--- config.mk ---
export PLATFORM = sky130hd
export DESIGN_NAME = tod_calendar_engine
export DESIGN_NICKNAME = d
export VERILOG_FILES = /design/src/rtl/tod_pkg.sv /design/src/rtl/tod_ctrl.sv /design/src/rtl/tod_datapath.sv /design/src/rtl/tod_calendar_engine.sv
export SDC_FILE = /design/constraint.sdc
export NUM_CORES = 1
export LEC_CHECK = 0
export ABC_AREA = 1
export CAP_MARGIN = 20
export CELL_PAD_IN_SITES_DETAIL_PLACEMENT = 2
export CELL_PAD_IN_SITES_GLOBAL_PLACEMENT = 2
export CORE_MARGIN = 10
export CORE_UTILIZATION = 37
export CTS_BUF_LIST = sky130_fd_sc_hd__clkbuf_16
export DETAILED_ROUTE_END_ITERATION = 6
export PLACE_DENSITY_LB_ADDON = 0.1
export SETUP_SLACK_MARGIN = 0.5
export SYNTH_ARGS = -nofsm -noshare
export SYNTH_HDL_FRONTEND = slang
export SYNTH_SLANG_ARGS = --single-unit
--- constraint.sdc ---
create_clock -name clk -period 10.94 [get_ports clk]
set_clock_uncertainty 0.05 [all_clocks]
set_input_delay 2.188 -clock clk [delete_from_list [all_inputs] [get_ports clk]]
set_output_delay 2.188 -clock clk [all_outputs]
set_load 0.01 [all_outputs]
--- src/rtl/tod_pkg.sv ---
package tod_pkg;
  localparam int BYTE_W     = 8;
  localparam int NUM_FIELDS = 10;
  localparam int TIME_FIELDS = 7;

  localparam logic [3:0] F_SEC   = 4'd0;
  localparam logic [3:0] F_MIN   = 4'd1;
  localparam logic [3:0] F_HOUR  = 4'd2;
  localparam logic [3:0] F_DOW   = 4'd3;
  localparam logic [3:0] F_DOM   = 4'd4;
  localparam logic [3:0] F_MON   = 4'd5;
  localparam logic [3:0] F_YEAR  = 4'd6;
  localparam logic [3:0] F_ASEC  = 4'd7;
  localparam logic [3:0] F_AMIN  = 4'd8;
  localparam logic [3:0] F_AHOUR = 4'd9;

  localparam logic [2:0] OSC_RUN_CODE = 3'b010;

  typedef struct packed {
    logic advance;   // step the counters by one second
    logic finish;    // close the window: copy out, compare, flag
    logic reload;    // load counters from the register images
    logic wrAccept;  // host write goes into the images
  } todStrobe_t;

  function automatic logic [BYTE_W-1:0] decodeVal(input logic [BYTE_W-1:0] v, input logic bin);
    logic [BYTE_W-1:0] tens;
    tens = {4'd0, v[7:4]};
    return bin ? v : (tens * 8'd10 + {4'd0, v[3:0]});
  endfunction

  function automatic logic [BYTE_W-1:0] encodeVal(input logic [BYTE_W-1:0] v, input logic bin);
    logic [3:0] tens;
    logic [3:0] ones;
    tens = 4'(v / 8'd10);
    ones = 4'(v % 8'd10);
    return bin ? v : {tens, ones};
  endfunction
endpackage

--- src/rtl/tod_ctrl.sv ---
module tod_ctrl
  import tod_pkg::*;
#(
  parameter int WINDOW_CYCLES = 8
) (
  input  logic       clk,
  input  logic       rstN,
  input  logic       secTick,
  input  logic [2:0] oscSel,
  input  logic       setMode,
  input  logic       wrEn,
  input  logic [3:0] wrSel,
  output todStrobe_t strb,
  output logic       uip
);
  localparam int CNT_W = $clog2(WINDOW_CYCLES + 1);

  logic             busy;
  logic [CNT_W-1:0] winCnt;
  logic             prevSet;
  logic             oscOk;
  logic             fieldOk;
  logic             timeField;
  logic             accepted;

  assign oscOk     = (oscSel == OSC_RUN_CODE);
  assign fieldOk   = (wrSel <= F_AHOUR);
  assign timeField = (wrSel <= F_YEAR);
  assign accepted  = wrEn && fieldOk && (!uip || setMode);

  always_comb begin
    strb          = '0;
    strb.advance  = secTick && oscOk && !busy;
    strb.finish   = busy && (winCnt == '0);
    strb.wrAccept = accepted;
    strb.reload   = (accepted && timeField && !setMode) || (prevSet && !setMode);
  end

  always_ff @(posedge clk) begin
    if (!rstN) begin
      busy    <= 1'b0;
      winCnt  <= '0;
      uip     <= 1'b0;
      prevSet <= 1'b0;
    end else begin
      prevSet <= setMode;
      if (strb.advance) begin
        busy   <= 1'b1;
        winCnt <= CNT_W'(WINDOW_CYCLES - 1);
        uip    <= !setMode;
      end else if (busy) begin
        if (winCnt == '0) begin
          busy <= 1'b0;
          uip  <= 1'b0;
        end else begin
          winCnt <= winCnt - 1'b1;
        end
      end
      if (setMode) uip <= 1'b0;
    end
  end

  AST_UIP_IN_WINDOW: assert property (@(posedge clk) disable iff (!rstN)
    uip |-> busy);
  AST_WINDOW_CLOSES: assert property (@(posedge clk) disable iff (!rstN)
    strb.finish |=> !uip);
  AST_OSC_SKIP: assert property (@(posedge clk) disable iff (!rstN)
    (secTick && !oscOk && !busy) |=> !busy);
  AST_HOLD_NO_UIP: assert property (@(posedge clk) disable iff (!rstN)
    setMode |=> !uip);
endmodule

--- src/rtl/tod_datapath.sv ---
module tod_datapath
  import tod_pkg::*;
#(
  parameter int CENTURY = 20
) (
  input  logic                                  clk,
  input  logic                                  rstN,
  input  todStrobe_t                            strb,
  input  logic                                  setMode,
  input  logic                                  binMode,
  input  logic                                  hr24,
  input  logic                                  alarmEn,
  input  logic                                  updEndEn,
  input  logic [3:0]                            wrSel,
  input  logic [BYTE_W-1:0]                     wrData,
  input  logic                                  flagsClr,
  output logic [TIME_FIELDS-1:0][BYTE_W-1:0]    timeImg,
  output logic [BYTE_W-1:0]                     flags
);
  localparam logic CENTURY_LEAP = ((CENTURY % 4) == 0);

  logic [NUM_FIELDS-1:0][BYTE_W-1:0] imgQ;
  logic [NUM_FIELDS-1:0][BYTE_W-1:0] imgNext;

  logic [BYTE_W-1:0] secC, minC, hourC, dowC, domC, monC, yearC;
  logic [BYTE_W-1:0] secN, minN, hourN, dowN, domN, monN, yearN;
  logic [BYTE_W-1:0] hourLd;
  logic [BYTE_W-1:0] daysInMon;
  logic              leapYear;
  logic              almHit;
  logic [BYTE_W-1:0] hourEnc;
  logic [BYTE_W-1:0] flagsNext;

  // images after the host write of this cycle
  always_comb begin
    imgNext = imgQ;
    if (strb.wrAccept) imgNext[wrSel] = wrData;
  end

  // hour reload: 12-hour mode adds 12 for the PM bit
  always_comb begin
    hourLd = decodeVal({1'b0, imgNext[F_HOUR][6:0]}, binMode);
    if (!hr24 && imgNext[F_HOUR][7]) hourLd = hourLd + 8'd12;
  end

  assign leapYear = (yearC[1:0] == 2'b00) && ((yearC != 8'd0) || CENTURY_LEAP);

  always_comb begin
    case (monC)
      8'd2:                     daysInMon = leapYear ? 8'd29 : 8'd28;
      8'd4, 8'd6, 8'd9, 8'd11:  daysInMon = 8'd30;
      default:                  daysInMon = 8'd31;
    endcase
  end

  // one-second step of the counters
  always_comb begin
    secN = secC; minN = minC; hourN = hourC; dowN = dowC;
    domN = domC; monN = monC; yearN = yearC;
    secN = secC + 8'd1;
    if (secN >= 8'd60) begin
      secN = 8'd0;
      minN = minC + 8'd1;
      if (minN >= 8'd60) begin
        minN  = 8'd0;
        hourN = hourC + 8'd1;
        if (hourN >= 8'd24) begin
          hourN = 8'd0;
          dowN  = (dowC >= 8'd6) ? 8'd0 : dowC + 8'd1;
          domN  = domC + 8'd1;
          if (domN == 8'd0) begin
            domN = 8'd1;
          end else if (domN > daysInMon) begin
            domN = 8'd1;
            monN = monC + 8'd1;
            if (monN > 8'd12) begin
              monN  = 8'd1;
              yearN = (yearC >= 8'd99) ? 8'd0 : yearC + 8'd1;
            end
          end
        end
      end
    end
  end

  // alarm compare against the live counters
  always_comb begin
    logic sOk, mOk, hOk;
    sOk = (imgQ[F_ASEC][7:6]  == 2'b11) || (decodeVal(imgQ[F_ASEC],  binMode) == secC);
    mOk = (imgQ[F_AMIN][7:6]  == 2'b11) || (decodeVal(imgQ[F_AMIN],  binMode) == minC);
    hOk = (imgQ[F_AHOUR][7:6] == 2'b11) || (decodeVal(imgQ[F_AHOUR], binMode) == hourC);
    almHit = sOk && mOk && hOk;
  end

  always_comb begin
    if (hr24) hourEnc = encodeVal(hourC, binMode);
    else      hourEnc = encodeVal(8'(hourC % 8'd12), binMode) | ((hourC >= 8'd12) ? 8'h80 : 8'h00);
  end

  always_comb begin
    flagsNext = flagsClr ? 8'h00 : flags;
    if (strb.finish) begin
      if (alarmEn && almHit) flagsNext = flagsNext | 8'hA0;
      if (updEndEn)          flagsNext = flagsNext | 8'h90;
    end
  end

  always_ff @(posedge clk) begin
    if (!rstN) begin
      secC <= '0; minC <= '0; hourC <= '0; dowC <= '0;
      domC <= 8'd1; monC <= 8'd1; yearC <= '0;
    end else if (strb.reload) begin
      secC  <= decodeVal(imgNext[F_SEC], binMode);
      minC  <= decodeVal(imgNext[F_MIN], binMode);
      hourC <= hourLd;
      dowC  <= decodeVal(imgNext[F_DOW], binMode);
      domC  <= decodeVal(imgNext[F_DOM], binMode);
      monC  <= decodeVal(imgNext[F_MON], binMode);
      yearC <= decodeVal(imgNext[F_YEAR], binMode);
    end else if (strb.advance) begin
      secC <= secN; minC <= minN; hourC <= hourN; dowC <= dowN;
      domC <= domN; monC <= monN; yearC <= yearN;
    end
  end

  always_ff @(posedge clk) begin
    if (!rstN) begin
      for (int i = 0; i < NUM_FIELDS; i++) imgQ[i] <= '0;
      imgQ[F_DOM] <= 8'h01;
      imgQ[F_MON] <= 8'h01;
      flags       <= '0;
    end else begin
      imgQ <= imgNext;
      if (strb.finish && !setMode) begin
        imgQ[F_SEC]  <= encodeVal(secC, binMode);
        imgQ[F_MIN]  <= encodeVal(minC, binMode);
        imgQ[F_HOUR] <= hourEnc;
        imgQ[F_DOW]  <= encodeVal(dowC, binMode);
        imgQ[F_DOM]  <= encodeVal(domC, binMode);
        imgQ[F_MON]  <= encodeVal(monC, binMode);
        imgQ[F_YEAR] <= encodeVal(yearC, binMode);
      end
      flags <= flagsNext;
    end
  end

  for (genvar g = 0; g < TIME_FIELDS; g++) begin : g_out
    assign timeImg[g] = imgQ[g];
  end

  AST_SEC_RANGE: assert property (@(posedge clk) disable iff (!rstN)
    (strb.advance && !strb.reload) |=> (secC < 8'd60));
  AST_HOUR_RANGE: assert property (@(posedge clk) disable iff (!rstN)
    (strb.advance && !strb.reload) |=> (hourC < 8'd24));
  AST_HOLD_STABLE: assert property (@(posedge clk) disable iff (!rstN)
    (setMode && !strb.wrAccept) |=> $stable(imgQ));
  AST_UPDEND_FLAG: assert property (@(posedge clk) disable iff (!rstN)
    (strb.finish && updEndEn) |=> (flags[7] && flags[4]));
endmodule

--- src/rtl/tod_calendar_engine.sv ---
module tod_calendar_engine
  import tod_pkg::*;
#(
  parameter int WINDOW_CYCLES = 8,
  parameter int CENTURY       = 20
) (
  input  logic       clk,
  input  logic       rstN,
  input  logic       secTick,
  input  logic [2:0] oscSel,
  input  logic       setMode,
  input  logic       binMode,
  input  logic       hr24,
  input  logic       alarmEn,
  input  logic       updEndEn,
  input  logic       wrEn,
  input  logic [3:0] wrSel,
  input  logic [7:0] wrData,
  input  logic       flagsClr,
  output logic [7:0] secOut,
  output logic [7:0] minOut,
  output logic [7:0] hourOut,
  output logic [7:0] dowOut,
  output logic [7:0] domOut,
  output logic [7:0] monOut,
  output logic [7:0] yearOut,
  output logic       uip,
  output logic [7:0] flagsOut,
  output logic       irq
);
  todStrobe_t                          strb;
  logic [TIME_FIELDS-1:0][BYTE_W-1:0]  timeImg;

  tod_ctrl #(.WINDOW_CYCLES(WINDOW_CYCLES)) ctrl_i (
    .clk(clk), .rstN(rstN), .secTick(secTick), .oscSel(oscSel),
    .setMode(setMode), .wrEn(wrEn), .wrSel(wrSel),
    .strb(strb), .uip(uip)
  );

  tod_datapath #(.CENTURY(CENTURY)) dp_i (
    .clk(clk), .rstN(rstN), .strb(strb), .setMode(setMode),
    .binMode(binMode), .hr24(hr24), .alarmEn(alarmEn), .updEndEn(updEndEn),
    .wrSel(wrSel), .wrData(wrData), .flagsClr(flagsClr),
    .timeImg(timeImg), .flags(flagsOut)
  );

  assign secOut  = timeImg[F_SEC];
  assign minOut  = timeImg[F_MIN];
  assign hourOut = timeImg[F_HOUR];
  assign dowOut  = timeImg[F_DOW];
  assign domOut  = timeImg[F_DOM];
  assign monOut  = timeImg[F_MON];
  assign yearOut = timeImg[F_YEAR];
  assign irq     = flagsOut[7];

  AST_WINDOW_HOLD: assert property (@(posedge clk) disable iff (!rstN)
    (uip && !strb.finish) |=> $stable({secOut, minOut, hourOut, dowOut, domOut, monOut, yearOut}));
  AST_IRQ_FOLLOWS: assert property (@(posedge clk) disable iff (!rstN)
    (flagsClr && !strb.finish) |=> !irq);
endmodule

## Word-level counts from Yosys, hierarchy flattened

Cells that the tools add are included.

| cells by class | value |
|---|---|
| add/sub/neg operators | 19 |
| $mul | 10 |
| divide/modulo/power cells | 17 |
| order comparisons | 12 |
| equality and inequality tests | 14 |
| multiplexer cells | 83 |
| bitwise operators | 3 |
| reductions and logical operators | 45 |

Operators with widths:

| cell | count |
|---|---|
| 8-bit two-way mux | 68 |
| 56-bit two-way mux | 2 |
| 80-bit bitwise mux | 1 |
| 8-bit by 4-bit adder with 8-bit output | 9 |
| 8-bit by 4-bit remainder unit with 8-bit output (second input constant) | 9 |
| 8-bit by 4-bit divider with 8-bit output (second input constant) | 8 |
| 4-bit by 3-bit multiplier with 7-bit output (second input constant) | 9 |
| 8-bit by 1-bit adder with 8-bit output (second input constant) | 7 |
| 8-bit demux with 4-bit select | 1 |
| 8-bit equality test | 3 |
| 8-bit by 3-bit equality test with 1-bit output (second input constant) | 2 |
| 8-bit by 4-bit equality test with 1-bit output (second input constant) | 2 |
| 8-bit by 6-bit greater-or-equal comparator with 1-bit output (second input constant) | 2 |
| 8-bit case mux with 2 select lines | 1 |
| 2-bit nonzero test | 8 |
| 1-bit logical AND | 14 |
| 3-bit two-way mux | 3 |
| 7-bit by 4-bit adder with 8-bit output | 1 |
| 8-bit by 4-bit adder with 8-bit output (second input constant) | 1 |
| 8-bit by 2-bit equality test with 1-bit output (second input constant) | 1 |
| 8-bit by 3-bit greater-or-equal comparator with 1-bit output (second input constant) | 1 |
| 8-bit by 4-bit greater-or-equal comparator with 1-bit output (second input constant) | 1 |
| 8-bit by 5-bit greater-or-equal comparator with 1-bit output (second input constant) | 1 |
| 8-bit by 7-bit greater-or-equal comparator with 1-bit output (second input constant) | 1 |
| other kinds (27) | 47 |

| word-level totals | value |
|---|---|
| bits in registers | 151 |
| output and inout port bits | 66 |
| logic and storage cells | 226 |

## Longest topological paths before layout

| logic depth | value |
|---|---|
| depth in word-level cells | 12 |
| gate-level depth with buffers | 29 |
| depth with buffers taken out | 28 |

## Hierarchy

Synthesis repeated with hierarchy kept, for this count alone.

| second synthesis, totals | value |
|---|---|
| cells, all modules | 2265 |
| area, all modules | 14360.0 sq um |

Modules (own cells, without submodules):

| module | instances | cells an instance | area each (sq um) |
|---|---|---|---|
| tod_datapath | 1 | 2201 | 13944.6 |
| tod_ctrl | 1 | 63 | 407.9 |
| tod_calendar_engine | 1 | 1 | 7.5 |

## Least setup slack after synthesis

OpenSTA, ideal clock, no wires.

| timing path | value |
|---|---|
| path type | input to register |
| start point | in wrSel[1] |
| end point | reg dp_i.hourC[6] |
| library setup time | 0.132 ns |
| arrival time | 4.909 ns |
| data required time | 10.758 ns |
| slack | 5.849 ns |
| stages | 19 |
| cell sequence | o21ai_1 > and3_1 > nand2_1 > inv_1 > nand2_1 > buf_2 > o21ai_0 > ha_1 > ha_1 > xnor2_1 > o21ai_0 > inv_1 > ha_1 > nor2_1 > inv_1 > nor2_1 > nand3b_1 > nand3_1 > a21oi_1 |

| between the ends | value |
|---|---|
| longest elaborated chain between the ends | 12 |

Ends and longest elaborated chain:

| item | line | source |
|---|---|---|
| start, declared | tod_calendar_engine.sv:17 | `input logic [3:0] wrSel,` |
| 4-bit by 5-bit less-than comparator with 1-bit output (implied by the code) or 4-bit by 1-bit greater-or-equal comparator with 1-bit output (tied branches) | tod_datapath.sv:37 | `if (strb.wrAccept) imgNext[wrSel] = wrData;` |
| 1-bit logical AND (implied by the code) | tod_datapath.sv:37 |  |
| 8-bit two-way mux (implied by the code) | tod_datapath.sv:37 |  |
| 8-bit demux with 4-bit select | n/a |  |
| 80-bit bitwise mux | tod_datapath.sv:37 |  |
| 56-bit two-way mux | tod_datapath.sv:37 |  |
| 3-bit by 3-bit multiplier with 6-bit output | tod_pkg.sv:29 | `return bin ? v : (tens * 8'd10 + {4'd0, v[3:0]});` |
| 7-bit by 4-bit adder with 8-bit output | tod_pkg.sv:29 |  |
| 8-bit two-way mux | tod_pkg.sv:29 |  |
| 8-bit by 4-bit adder with 8-bit output | tod_datapath.sv:43 | `if (!hr24 && imgNext[F_HOUR][7]) hourLd = hourLd + 8'd12;` |
| 8-bit two-way mux | tod_datapath.sv:43 |  |
| 8-bit two-way mux | tod_datapath.sv:112 | `end else if (strb.reload) begin` |
| end signal, assigned | tod_datapath.sv:115 | `hourC <= hourLd;` |
| end signal, assigned | tod_datapath.sv:121 | `secC <= secN; minC <= minN; hourC <= hourN; dowC <= dowN;` |
| end, declared | tod_datapath.sv:25 | `logic [BYTE_W-1:0] secC, minC, hourC, dowC, domC, monC, yearC;` |

Several ways; a longest one is shown, not always the timed one.
A chain may end at the register's enable or synchronous reset.

## Worst setup path after layout

| timing path | value |
|---|---|
| start point | in setMode |
| end point | reg dp_i.dowC[7] |

| between the ends | value |
|---|---|
| longest elaborated chain between the ends | 7 |

Ends and longest elaborated chain:

| item | line | source |
|---|---|---|
| start, declared | tod_calendar_engine.sv:11 | `input logic setMode,` |
| 1-bit logical OR | tod_ctrl.sv:29 | `assign accepted = wrEn && fieldOk && (!uip \|\| setMode);` |
| 1-bit logical AND | tod_ctrl.sv:29 |  |
| 56-bit two-way mux or 1-bit logical AND (tied branches) | tod_datapath.sv:37, tod_ctrl.sv:36 |  |
| 4-bit by 3-bit multiplier with 7-bit output or 1-bit logical AND (tied branches) | tod_pkg.sv:29, tod_ctrl.sv:36 |  |
| 8-bit by 4-bit adder with 8-bit output or 1-bit logical OR (tied branches) | tod_pkg.sv:29, tod_ctrl.sv:36 |  |
| 8-bit two-way mux or 2-bit nonzero test (tied branches) | n/a |  |
| 8-bit two-way mux or 4-bit AND reduction (tied branches) | n/a |  |
| end signal, assigned | tod_datapath.sv:116 | `dowC <= decodeVal(imgNext[F_DOW], binMode);` |
| end signal, assigned | tod_datapath.sv:121 |  |
| end, declared | tod_datapath.sv:25 |  |

Several ways; a longest one is shown, not always the timed one.

==> qor.csv <==
stage,metric,value,unit
status,status,finished clean,
job,drv_cap,0,
cells_and_area,num_antenna_cells,0,
cells_and_area,nFillCells,4814,
drt,wl_per_cell,20.50,um
setup_path,worstPathArrival,6.41,ns
synth,syn_inst,2228,
synth,yosysUniqueCellTypes,69,
cells_and_area,areaGrowthSynthToFinish,8.362,%
setup_path,r2r_slack,6.87,ns
synth,async_reset_ff_share,0,%
hold_path,min_from,dp_i.flags[4],
cells_and_area,final_common_cell,nand2_1,
global_route,grt_max_degree,73,
drt,drc,0,
timing,tns,0,ns
power,power,1446,uW
synth,ys_warn_count,0,
clocking,cts_tree,yes,
global_route,track_usage,23.10,%
synth,synth-edff-count,0,
timing,setup-violations-final,0,
place,io_buffers,85,
setup_path,end_kind,flop,
global_route,grt_use_met2,40.21,%
hold_path,hold_path_class,reg -> reg,
global_route,met1_usage,29.95,%
drt,routed_via_density,5.455,
power,powerDensity,90.82,mW/mm^2
global_route,first_global_vias,16110,
clocking,clk_pin_slew,0.07,ns
synth,syn-cell-area,0.01469,sq mm
drt,wl,55850,um
clocking,cts_sinks,146,
synth,syn_avg_cell_area,6.595,sq um
drt,ant_nets,0,
timing,max_slew_margin,39.99,%
timing,drv_slew,0,
floorplanning,die_x,219.3,um
power,ir_drop,0.09877,mV
setup_path,critPathLaunchType,input port,
setup_path,critical_path_class,in -> reg,
timing,timing.final.ws_setup,4.783,ns
global_route,grtUsageMet3,2.256,%
global_route,antenna_found_initial,0,
clocking,clkLatencyLatePin,0.45,ns
timing,min_period,6.157,ns
cells_and_area,multi_input_area,0.009787,sq mm
setup_path,worstPathRequired,11.20,ns
place,place_ws,4.428,ns
cells_and_area,final_area,0.01592,sq mm
clocking,cts_buffers,17,
place,gp_congestion,0.8251,
setup_path,cp_max_fo,16,
cells_and_area,drive_gt1_share,8.609,%
synth,synth_ff_type,dfxtp_1,
setup_path,r2r-end,dp_i.dowC[7],
floorplanning,start_util,37.75,%
floorplanning,ioPinCount,91,
floorplanning,rows,72,
place,place_area,0.01537,sq mm
drt,vias,14860,
drt,drt_iter0_drc,732,
timing,worstMarginPinSlew,0.9002,ns
floorplanning,die_area,0.04808,sq mm
cells_and_area,nets,2345,
timing,timing.final.crit_share,56.28,%
place,place_hpwl,41220,um
clocking,clk_path_buf_depth,2,
place,dpl.cell_count,2694,
floorplanning,dieHeight,219.3,um
cells_and_area,final_cells,2725,
cells_and_area,final_cell_mix,"451 x nand2_1, 238 x inv_1, 230 x a21oi_1, 172 x o21ai_0, 146 x dfxtp_1",
clocking,cts.htree.levels,4,
synth,ys_seq_elements,146,
hold_path,hold_depth,2,
global_route,grt.busiest_layer,met2,
timing,rsz0062_at_grt,no,
clocking,post_cts_buffers,0,
clocking,root_buffer,clkbuf_16,
power,static-leakage-power,0.007509,uW
cells_and_area,seq_area,0.002923,sq mm
drt,firstDrtPassIters,5,
timing,max_freq,162.4,MHz
hold_path,whs_endpoint,dp_i.flags[4],
clocking,cts_resized,0,
synth,yosysSeqAreaShare,19.89,%
setup_path,timing.rr.start,ctrl_i.uip,
clocking,postCtsHoldBufs,0,
global_route,grt_overflow,0,
global_route,grt_pass1_wl,89610,um
setup_path,rr_worst_depth,17,
timing,hold_viol,0,
floorplanning,core-area,0.03892,sq mm
stage by stage:
stage | hold WS [ns] | utilization (%)
finish | 0.4296 | 40.91
global route | 0.4732 | 40.91
CTS | 0.4305 | 40.91
detailed placement | 0.4198 | 39.49
global placement | 0.4012 | 39.49
floorplan | 0.3862 | -
worst max-delay path, cell delays in order:
cell and delay [ns]:
clkdlybuf4s50_1 0.59, inv_2 0.09, nand2_1 0.07, and3_1 0.21, nand2_1 0.10, nor2_2 0.43, nand2_1 0.13, o21ai_0 0.26
inv_1 0.20, ha_1 0.33, ha_1 0.19, inv_1 0.06, fa_1 0.37, xor2_1 0.27, inv_1 0.11, nor4_1 0.45
nand3_1 0.16, nand3_1 0.12, a21oi_1 0.06
kinds of logic after synthesis:
logic type	after synthesis	synth area share (%)
and+or+nand+nor	858	27.32
adders and majority gates	125	11.62
DFF	146	19.89
AOI/OAI and AO/OA	556	21.43
other	1	0.02552
xor gates and xnor gates	100	6.012
buffers and inverters	442	13.70
final cells by class:
cell class	instances	area share (%)
well taps	518	4.071
flip-flops and latches	146	18.36
multi-input cells	1644	61.47
clock inverters	14	0.7937
inverters	293	6.963
clock buffers	17	2.672
repair buffers	93	5.674
worst max path at each step:
stage               cells past startpoint  slack (ns)      from            end
finish                                 19        4.78   setMode   dp_i.dowC[7]
detailed placement                     20        4.43   setMode  dp_i.hourC[6]
CTS                                    19        4.83   setMode   dp_i.dowC[7]
global placement                       20        4.73   setMode  dp_i.hourC[6]
floorplan                              19        5.85  wrSel[1]  dp_i.hourC[6]
global route                           19        4.39   setMode   dp_i.dowC[7]
Yosys cell counts (5+ instances only):
master / count / share of area, %
a22oi_1: 7 / 0.36
xor2_1: 80 / 4.8
nand4_1: 23 / 0.98
nand2_2: 47 / 2.0
clkbuf_1: 56 / 1.4
nor2_1: 105 / 2.7
nand2_1: 451 / 12
nand3_1: 142 / 4.8
or2_2: 6 / 0.26
a211oi_1: 7 / 0.36
a31oi_1: 9 / 0.38
o21a_1: 34 / 1.7
o22ai_1: 5 / 0.21
inv_1: 237 / 6.1
a221oi_1: 11 / 0.66
dfxtp_1: 146 / 20
a21oi_1: 230 / 7.8
fa_1: 19 / 2.6
o21ai_2: 7 / 0.42
nor3_1: 17 / 0.58
clkbuf_8: 6 / 0.56
nand3b_1: 7 / 0.36
nand3_2: 6 / 0.41
clkinv_1: 17 / 0.43
o2111ai_1: 5 / 0.30
o21ai_1: 26 / 0.89
buf_4: 65 / 3.3
nand2_4: 23 / 1.8
buf_2: 14 / 0.48
nor2_2: 5 / 0.21
ha_1: 106 / 9.0
xnor2_1: 19 / 1.1
o21ai_0: 172 / 5.9
o211ai_1: 15 / 0.77
inv_2: 36 / 0.92
state kept, by name, indices dropped and copies added, names as in the netlist, 8 cells and up:
name	cells
dp_i.domC	8
dp_i.dowC	8
dp_i.hourC	8
dp_i.imgQ	24
dp_i.minC	8
dp_i.monC	8
dp_i.secC	8
dp_i.timeImg	56
dp_i.yearC	8
power by group:
group	internal, uW	switching (uW)	leakage (uW)
combinational	95.9	204	0.00605
clock	329	254	0.000277
sequential	544	18.7	0.00118
per-layer routing:
layer | up-vias | wire length, um
li1 | 7223 | -
met1 | 7420 | 26270
met2 | 170 | 27260
met3 | 51 | 1297
met4 | 0 | 1024
met5 | - | 0
No activity file was read; power rests on OpenSTA's default activity.
